[config.mk]
export PLATFORM = sky130hd
export DESIGN_NAME = dmactl_top
export DESIGN_NICKNAME = d
export VERILOG_FILES = /design/src/rtl/dmactl_pkg.sv /design/src/rtl/dmactl_rst_sync.sv /design/src/rtl/dmactl_ctl_reg.sv /design/src/rtl/dmactl_zero_track.sv /design/src/rtl/dmactl_gate.sv /design/src/rtl/dmactl_top.sv
export SDC_FILE = /design/constraint.sdc
export NUM_CORES = 1
export LEC_CHECK = 0
export ABC_AREA = 1
export BUFFER_PORTS_ARGS = -buffer_cell sky130_fd_sc_hd__buf_2
export CORE_MARGIN = 3
export CORE_UTILIZATION = 39
export DETAILED_ROUTE_END_ITERATION = 7
export GPL_TIMING_DRIVEN = 1
export PLACE_DENSITY = 0.79
export SKIP_LAST_GASP = 1
export SLEW_MARGIN = 20
export SYNTH_ARGS = -nofsm -noshare
export SYNTH_HDL_FRONTEND = slang
export SYNTH_HIERARCHICAL = 1
export SYNTH_SLANG_ARGS = --single-unit
[constraint.sdc]
create_clock -name clk -period 0.8 [get_ports clk]
set_clock_uncertainty 0.15 [all_clocks]
set_input_delay 0 -clock clk [delete_from_list [all_inputs] [get_ports clk]]
set_output_delay 0 -clock clk [all_outputs]
set_load 0.02 [all_outputs]
[src/rtl/dmactl_pkg.sv]
package dmactl_pkg;
  localparam int DATA_W     = 16;
  localparam int NCH        = 9;
  localparam int MASTER_BIT = 9;
  localparam int PRIO_BIT   = 10;
  localparam int CTL_W      = PRIO_BIT + 1;
  localparam int ZERO_BIT   = 13;
  localparam int BUSY_BIT   = 14;
  localparam int MODE_BIT   = 15;
  localparam int GAP_W      = ZERO_BIT - CTL_W;

  typedef logic [CTL_W-1:0] ctl_t;
endpackage

[src/rtl/dmactl_rst_sync.sv]
module dmactl_rst_sync #(
  parameter int STAGES = 2
) (
  input  logic clk,
  input  logic rst_n,
  output logic rst_n_sync
);
  logic [STAGES-1:0] chain_q;

  always_ff @(posedge clk or negedge rst_n) begin
    if (!rst_n) chain_q <= '0;
    else        chain_q <= {chain_q[STAGES-2:0], 1'b1};
  end

  assign rst_n_sync = chain_q[STAGES-1];
endmodule

[src/rtl/dmactl_ctl_reg.sv]
module dmactl_ctl_reg
  import dmactl_pkg::*;
(
  input  logic clk,
  input  logic rst_n,
  input  logic wr_fire,
  input  logic set_mode,
  input  ctl_t bit_sel,
  output ctl_t ctl_q
);
  ctl_t ctl_d;
  logic ctl_en;

  always_comb begin
    ctl_en = wr_fire;
    if (set_mode) ctl_d = ctl_q | bit_sel;
    else          ctl_d = ctl_q & ~bit_sel;
  end

  always_ff @(posedge clk or negedge rst_n) begin
    if (!rst_n)      ctl_q <= '0;
    else if (ctl_en) ctl_q <= ctl_d;
  end

  // selected bits are 1 after a set write
  a_r2_set_selected: assert property (@(posedge clk) disable iff (!rst_n)
    (wr_fire && set_mode) |=> ((ctl_q & $past(bit_sel)) == $past(bit_sel)));

  // selected bits are 0 after a clear write
  a_r3_clear_selected: assert property (@(posedge clk) disable iff (!rst_n)
    (wr_fire && !set_mode) |=> ((ctl_q & $past(bit_sel)) == '0));

  // unselected bits keep their values
  a_r2_r3_unselected_kept: assert property (@(posedge clk) disable iff (!rst_n)
    wr_fire |=> ((ctl_q & ~$past(bit_sel)) == ($past(ctl_q) & ~$past(bit_sel))));

  // no write, no change
  a_r6_idle_stable: assert property (@(posedge clk) disable iff (!rst_n)
    !wr_fire |=> $stable(ctl_q));
endmodule

[src/rtl/dmactl_zero_track.sv]
module dmactl_zero_track #(
  parameter int XFER_W = 16
) (
  input  logic              clk,
  input  logic              rst_n,
  input  logic              op_start,
  input  logic              word_vld,
  input  logic [XFER_W-1:0] word,
  output logic              zero_q
);
  logic nz_word;
  logic zero_en;
  logic zero_d;

  always_comb begin
    nz_word = word_vld && (word != '0);
    zero_en = op_start || nz_word;
    zero_d  = op_start;
  end

  always_ff @(posedge clk or negedge rst_n) begin
    if (!rst_n)       zero_q <= 1'b0;
    else if (zero_en) zero_q <= zero_d;
  end

  a_r10_start_sets: assert property (@(posedge clk) disable iff (!rst_n)
    op_start |=> zero_q);

  a_r11_nonzero_clears: assert property (@(posedge clk) disable iff (!rst_n)
    (!op_start && word_vld && word != '0) |=> !zero_q);

  a_r11_hold: assert property (@(posedge clk) disable iff (!rst_n)
    (!op_start && !(word_vld && word != '0)) |=> $stable(zero_q));
endmodule

[src/rtl/dmactl_gate.sv]
module dmactl_gate #(
  parameter int NCH = 9
) (
  input  logic           master,
  input  logic [NCH-1:0] ch_req,
  output logic [NCH-1:0] ch_en
);
  for (genvar i = 0; i < NCH; i++) begin : g_ch
    assign ch_en[i] = ch_req[i] & master;
  end
endmodule

[src/rtl/dmactl_top.sv]
module dmactl_top
  import dmactl_pkg::*;
#(
  parameter int                ADDR_W  = 8,
  parameter logic [ADDR_W-1:0] WR_ADDR = 8'h4A,
  parameter logic [ADDR_W-1:0] RD_ADDR = 8'h12,
  parameter int                XFER_W  = 16
) (
  input  logic                 clk,
  input  logic                 rst_n,
  input  logic                 bus_we,
  input  logic [ADDR_W-1:0]    bus_addr,
  input  logic [DATA_W-1:0]    bus_wdata,
  output logic [DATA_W-1:0]    bus_rdata,
  input  logic                 xfer_busy,
  input  logic                 xfer_start,
  input  logic                 xfer_word_vld,
  input  logic [XFER_W-1:0]    xfer_word,
  output logic [NCH-1:0]       ch_en,
  output logic                 xfer_prio
);
  logic        rst_n_s;
  logic        wr_fire;
  logic        rd_hit;
  ctl_t        ctl_q;
  logic        zero_q;
  logic [DATA_W-1:0] rd_word;

  dmactl_rst_sync #(.STAGES(2)) u_rst (
    .clk        (clk),
    .rst_n      (rst_n),
    .rst_n_sync (rst_n_s)
  );

  always_comb begin
    wr_fire = bus_we && (bus_addr == WR_ADDR);
    rd_hit  = (bus_addr == RD_ADDR);
  end

  dmactl_ctl_reg u_ctl (
    .clk      (clk),
    .rst_n    (rst_n_s),
    .wr_fire  (wr_fire),
    .set_mode (bus_wdata[MODE_BIT]),
    .bit_sel  (bus_wdata[CTL_W-1:0]),
    .ctl_q    (ctl_q)
  );

  dmactl_zero_track #(.XFER_W(XFER_W)) u_zero (
    .clk      (clk),
    .rst_n    (rst_n_s),
    .op_start (xfer_start),
    .word_vld (xfer_word_vld),
    .word     (xfer_word),
    .zero_q   (zero_q)
  );

  dmactl_gate #(.NCH(NCH)) u_gate (
    .master (ctl_q[MASTER_BIT]),
    .ch_req (ctl_q[NCH-1:0]),
    .ch_en  (ch_en)
  );

  assign xfer_prio = ctl_q[PRIO_BIT];

  always_comb begin
    rd_word = {1'b0, xfer_busy, zero_q, {GAP_W{1'b0}}, ctl_q};
    bus_rdata = rd_hit ? rd_word : '0;
  end

  // a cleared master enable holds every channel low
  a_r7_master_gate: assert property (@(posedge clk) disable iff (!rst_n_s)
    !ctl_q[MASTER_BIT] |-> (ch_en == '0));

  // a write carrying only status or unassigned bits changes nothing
  a_r5_status_unwritable: assert property (@(posedge clk) disable iff (!rst_n_s)
    (wr_fire && bus_wdata[CTL_W-1:0] == '0 && |bus_wdata[BUSY_BIT:CTL_W]) |=> $stable(ctl_q));
endmodule

Word-level counts from Yosys, hierarchy flattened
Index checks and enable logic that the tools add are counted.
{ "totals": {"reg_bits": 14, "latchBits": 0, "ramBits": 0, "romBits": 0, "inputBits": 46, "word_cells": 23, "memories": 0} }
{ "op_classes": {"n_addsub": 0, "mul": 0, "n_div": 0, "n_lt_le_gt_ge": 0, "eq_ne": 2, "n_shift": 0, "n_mux": 2, "bitwise": 12, "reduce_logical": 4} }
{ "op_table": {"columns": ["op", "count"], "rows": [
  ["$reduce_bool A16 Y1", 1],
  ["$mux W15", 1],
  ["$and A11 B11 Y11", 1],
  ["$mux W11", 1],
  ["$not A11 Y11", 1],
  ["$or A11 B11 Y11", 1],
  ["$and A1 B1 Y1", 9],
  ["$eq A8 B5 Y1 const B", 1],
  ["$eq A8 B7 Y1 const B", 1],
  ["$logic_and A1 B1 Y1", 2],
  ["$logic_or A1 B1 Y1", 1]
]} }

Logic depth before layout (Yosys ltp)
Gate-level depths: netlist of the first run.
{ "logic_depth": {"ltp_word": 3, "depth_mapped": 8, "ltp_nobuf": 7} }

Hierarchy
The synthesis of the first run kept the hierarchy.
{ "modules_own_cells": {"columns": ["module", "n_inst", "cells_per_inst", "area_per_inst_um2", "seq_area_each_um2"], "rows": [
  ["dmactl_ctl_reg", 1, 58, 481.7, 275.3],
  ["dmactl_top", 1, 49, 237.7, 0.0],
  ["dmactl_zero_track", 1, 20, 96.3, 25.0],
  ["dmactl_gate", 1, 19, 78.8, 0.0],
  ["dmactl_rst_sync", 1, 3, 53.8, 50.0]
]} }

Worst setup path after synthesis of the first run
OpenSTA, ideal clock, no wires.
{ "synth_path": {"kind": "input to register", "from": "input port bus_addr[2]", "to": "register with a tool-made name", "setup_ns": 0.117, "arrival_time_ns": 0.813, "path_slack_ns": -0.280, "stages": 7, "path_cell_list": "inv_1 nand3_1 nor3_1 buf_6 nand2_1 nand2_1 nand2_1"} }
{ "synth_lines": {"columns": ["element", "line_no", "rtl"], "rows": [
  ["start: declaration", "dmactl_top.sv:12", "input logic [ADDR_W-1:0] bus_addr,"]
]} }

==> results of run 1 <==
-- stage by stage --
stage	total power, W	hold slack, ns	instances	cell area [µm²]	setup TNS [ns]
finish	0.00168	-0.136	270	2040	-9.28
global route	0.00174	-0.122	270	2040	-10.26
CTS	0.00156	-0.128	262	1730	-7.87
detailed placement	0.000999	-0.360	239	1340	-7.16
global placement	0.000995	-0.360	239	1340	-6.85
floorplan	0.000872	-0.446	151	1010	-1.00
-- worst reg2reg max path, delay by kind of cell (launching register included) --
kind                   cells  cell delay, ns
DFF                        1            0.45
buffers and inverters      1            0.13
and+or+nand+nor            2            0.12
-- cells in the mapped netlist --
master | n | share of area [%]
nor2_4 | 1 | 1.2
nor3_1 | 1 | 0.53
nand2_2 | 1 | 0.66
nor2_1 | 17 | 6.7
dfrtp_1 | 14 | 37
nand3_1 | 12 | 6.3
inv_2 | 1 | 0.40
buf_4 | 3 | 2.4
nand2_1 | 55 | 22
inv_1 | 28 | 11
buf_2 | 1 | 0.53
conb_1 | 2 | 0.79
buf_6 | 4 | 4.7
nor2_2 | 9 | 5.9
-- final cells by class --
class                      instances  area, µm²  share of cell area, %
clock buffer                       4       36.3                   1.78
inverter                          29        124                   6.07
multi-input combinational        100        593                   29.1
sequential                        14        355                   17.4
tap                               28       35.0                   1.72
timing repair buffer              95        896                   43.9
-- kinds of logic after synthesis --
logic type    Yosys count  share of synthesized area (%)
simple gates           96                           43.1
other cells             2                          0.792
flops                  14                           36.9
buf+inv                37                           19.1
-- metal layers --
layer / wire length (µm) / global-route usage, % / vias to the layer above
li1: - / - / 614
met1: 1560 / 20.1 / 606
met3: 340 / 5.61 / 22
met5: 0 / 0 / -
met2: 2380 / 38.0 / 93
met4: 144 / 1.74 / 0
-- power groups by stage --
stage	clock [W]	combinational [W]	sequential (W)
6_report	0.000504	0.000416	0.000757
5_1_grt	0.000543	0.000441	0.000759
4_1_cts	0.000494	0.000311	0.000749
3_5_place_dp	0	0.000235	0.000764
3_3_place_gp	0	0.000232	0.000763
2_1_floorplan	0	0.000106	0.000766
-- final timing paths --
check / cells past startpoint / startpoint / slack (ns) / to
max: 4 / register / -0.44 / ch_en[5]
min: 2 / rst_n / -0.14 / u_rst/chain_q[0]$_DFF_PN0_
max reg2reg: 3 / register / -0.16 / register
min reg2reg: 1 / u_rst/chain_q[1]$_DFF_PN0_ / 0.01 / asynchronous set/reset pin
max in group asynchronous: 1 / u_rst/chain_q[1]$_DFF_PN0_ / 0.34 / asynchronous set/reset pin
min in group clk: 3 / bus_wdata[15] / -0.07 / register
-- repair_timing --
action | 4_1_cts | 5_1_grt
cloned | 0 | 4
resized for setup | 59 | 60
setup endpoints to repair | 24 | 35
endpoints found under the hold margin | 14 | 13
setup buffers | 5 | 4
pin swaps | 13 | 20
==> out/results.ini, run 1 <==
[setup_path]
crit_chain = buf_6 > nand2_2 > inv_2 > buf_6
cp_max_fo = 5
slowest_stage = dfrtp_2
path_class = register to output pin
crit_family = flip-flops
crit_arrival_ns = 1.09
slowest_delay_ns = 0.44
critPathLaunchType = register
crit_top_cell = buf_6
required_ns = 0.65
crit_buf_inv = 3
crit_path_end_kind = output pin

[grt]
grt_max_degree = 23
grt_pass1_wl_mm = 4.80
antenna_found_initial = 0
gr-total-overflow = 0
grt.total_usage_pct = 19.1
grt_pass1_vias = 1137

[sta]
layout_min_cycle_time_ns = 1.24
finalSetupViolations = 35
maxSlewViolCount = 0
hold_slack_ns = -0.136
period_share_pct = 155
rsz0062_at_grt = true
fin_ws_ns = -0.442
fmax_mhz = 805
hold_viol_final = 13

[detailed_routing]
first_pass_iters = 7
drt.antenna.violating_nets = 0
viasPerCell = 4.94
wl_mm = 4.42
post_drt_wl_per_cell_um = 16.4
drc = 0
drt_iter0_drc = 57
num_vias = 1335

[placement]
gp_congestion = 0.736
dp_hpwl_mm = 1.79
portBuffers = 64
dp_slack_ns = -0.270

[finish]
nFillCells = 98
nets = 289
final_cell_mix = 38 x buf_6, 34 x buf_2, 34 x nand2_1
diodes = 0
final_util_pct = 90.5
drive_gt1_share_pct = 63.6
syn_to_final_growth_pct = 115
mostFrequentLayoutCell = buf_6

[synth]
ys_types = 14
synth_warnings = 6
seq_area_frac_synth_pct = 36.9
ys_ff_latch = 14
avgSynthCellArea_um2 = 6.37
syn_area_um2 = 948
syn_inst = 149

[power]
powerDensity_nw_per_um2 = 822
p_comb_share_pct = 24.8
intPower_w = 0.00122
clkPwrFrac_pct = 30.1
p_sw_share_pct = 27.2
peakVddDrop_mv = 1.06
p_leak_nw = 1.10
pwr-share-seq_pct = 45.1
p_sw_w = 0.000455

[clock_tree]
htree_levels = 1
clk_latency_ns = 0.28
cts_sinks = 14
cts_buffers = 3
cts_hold_buf = 14
cts.clk_slew.worst_paths_ns = 0.08
root_buffer = clkbuf_4
cts_buffer_depth = 2
cts_tree = done

[die]
die_h_um = 55.3
num_io_pins = 72
rows = 17
core_area_um2 = 2250
initial_core_util_pct = 42.1
die-width_um = 55.3
die-area_um2 = 3060

[status]
status = finished, violations left
violations = hold timing, setup timing

[run]
cap_violations = 0

[worst_hold_path]
hold_path_class = primary input to asynchronous set/reset pin

(Power assumes the default switching activity.)
==> run 2, diff against run 1 <==
- REMOVE_ABC_BUFFERS: unset -> 1
==> run 2 against run 1 <==
Compared with the run above:
- the flow still finishes with violations (hold timing, setup timing)
- power down 12%
- register-to-register slack worse by 0.12 ns
- combinational power down 19%
- worst hold slack better by 0.018 ns
- non-clock buffer count unchanged
- critical path depth unchanged
- utilization down 11 points
- final area down 12%
- global-route usage down 0.13 points
- first-iteration DRC count down 40%
- critical path type unchanged
- critical endpoint is now ch_en[8]
==> out/results.ini, run 2 (same netlist as run 1, synthesis figures left out) <==
[die]
num_io_pins = 72  ; unchanged
die_h_um = 55.3  ; unchanged
initial_core_util_pct = 42.1  ; unchanged
die-area_um2 = 3060  ; unchanged
core_area_um2 = 2250  ; unchanged
rows = 17  ; unchanged
die-width_um = 55.3  ; unchanged

[placement]
gp_congestion = 0.844  ; +15%
dp_hpwl_mm = 1.97  ; +9.9%
portBuffers = 64  ; unchanged
dp_slack_ns = -0.283  ; -0.0129 ns

[finish]
mostFrequentLayoutCell = nand2_1
final_cell_mix = 42 x nand2_1, 39 x buf_2, 31 x buf_6
syn_to_final_growth_pct = 89.1
nets = 289  ; unchanged
drive_gt1_share_pct = 54.8  ; -8.9 points
diodes = 0  ; unchanged

[power]
peakVddDrop_mv = 1.31  ; +24%
p_leak_nw = 0.964  ; -12%
powerDensity_nw_per_um2 = 822  ; about the same

[grt]
grt_pass1_wl_mm = 4.76  ; -0.85%
grt.total_usage_pct = 19.0  ; -0.13 points
grt_max_degree = 23  ; unchanged
gr-total-overflow = 0  ; unchanged
grt_pass1_vias = 1085  ; -4.6%
antenna_found_initial = 0  ; unchanged

[setup_path]
crit_chain = buf_6 > nand2_2 > inv_2 > buf_6
path_class = register to output pin
slowest_stage = dfrtp_2
critPathLaunchType = register
crit_path_end_kind = output pin
crit_buf_inv = 3  ; unchanged
required_ns = 0.65  ; about the same
crit_top_cell = buf_6
slowest_delay_ns = 0.45  ; about the same
crit_arrival_ns = 1.09  ; about the same
crit_family = flip-flops
cp_max_fo = 6  ; +1

[clock_tree]
cts_sinks = 14  ; unchanged
cts_tree = done
clk_latency_ns = 0.27  ; about the same
cts_buffers = 3  ; unchanged
root_buffer = clkbuf_4
cts_buffer_depth = 2  ; unchanged
htree_levels = 1  ; unchanged
cts.clk_slew.worst_paths_ns = 0.08  ; about the same
cts_hold_buf = 14  ; unchanged

[sta]
hold_slack_ns = -0.118  ; +0.0179 ns
layout_min_cycle_time_ns = 1.24  ; +0.00137 ns
fin_ws_ns = -0.443  ; -0.00137 ns
maxSlewViolCount = 0  ; unchanged
rsz0062_at_grt = true
fmax_mhz = 804  ; -0.11%
hold_viol_final = 14  ; +1
period_share_pct = 155  ; +0.17 points
finalSetupViolations = 34  ; -2.9%

[detailed_routing]
viasPerCell = 4.43  ; -10%
drt.antenna.violating_nets = 0  ; unchanged
num_vias = 1191  ; -11%
wl_mm = 3.21  ; -27%
drc = 0  ; unchanged
first_pass_iters = 4  ; -3
drt_iter0_drc = 34  ; -40%
post_drt_wl_per_cell_um = 11.9  ; -27%

[status]
violations = hold timing, setup timing
status = finished, violations left

[run]
cap_violations = 0  ; unchanged

[worst_hold_path]
hold_path_class = primary input to asynchronous set/reset pin

## run 2: path summary, 6_finish.rpt
kind	start	slack [ns]	endpoint	depth (start not counted)
worst min-delay path	rst_n	-0.12	u_rst/chain_q[1]$_DFF_PN0_	2
worst min register to register	u_rst/chain_q[1]$_DFF_PN0_	0.01	u_zero/zero_q$_DFFE_PN0P_	1
min in group clk	bus_wdata[15]	-0.08	register	3
max in group asynchronous	u_rst/chain_q[1]$_DFF_PN0_	0.34	asynchronous set/reset pin	1
worst max register to register	register	-0.28	register	4
worst max-delay path	register	-0.44	ch_en[8]	4
## run 2: where the power goes
group	switching, W	total [W]	internal [W]	leakage (nW)
sequential	0.0000219	0.000752	0.000731	0.185
combinational	0.000151	0.000338	0.000187	0.765
clock	0.000209	0.000383	0.000174	0.0138
## run 2: layout make-up
class	instances	area, µm²
fillers	159	462
multi-input cells	100	495
flip-flops and latches	14	352
well taps	28	35.0
clock buffers	3	22.5
repair buffers	95	779
inverters	29	109
## run 2: through the flow
stage	instance area (µm²)	TNS, ns	std cells	util (%)	total power [W]
2_1_floorplan	883	-10.97	143	-	0.000838
3_3_place_gp	1320	-6.29	244	58.7	0.000982
3_5_place_dp	1320	-6.38	244	58.7	0.000987
4_1_cts	1680	-7.97	263	74.4	0.00144
5_1_grt	1790	-10.39	269	79.5	0.00155
6_report	1790	-9.07	269	79.5	0.00147
## run 2: worst register-to-register path, cell delays in order (launching register included)
cell	delay [ns]
dfrtp_2	0.45
buf_6	0.15
buf_4	0.13
nand2_2	0.05
nand2_1	0.04
## run 2: repair_timing
action,CTS,global route
pin swaps,16,10
setup endpoints to repair,28,34
buffers inserted,2,6
hold endpoints to repair,14,13
resized for setup,65,29
## run 2: layer usage
metal	vias to the layer above	part of all wire, %	GRT usage (%)
met2	41	57	35.3
li1	604	-	-
met5	-	0	0
met4	0	0.81	2.78
met3	4	6.4	6.31
met1	542	36	21.2
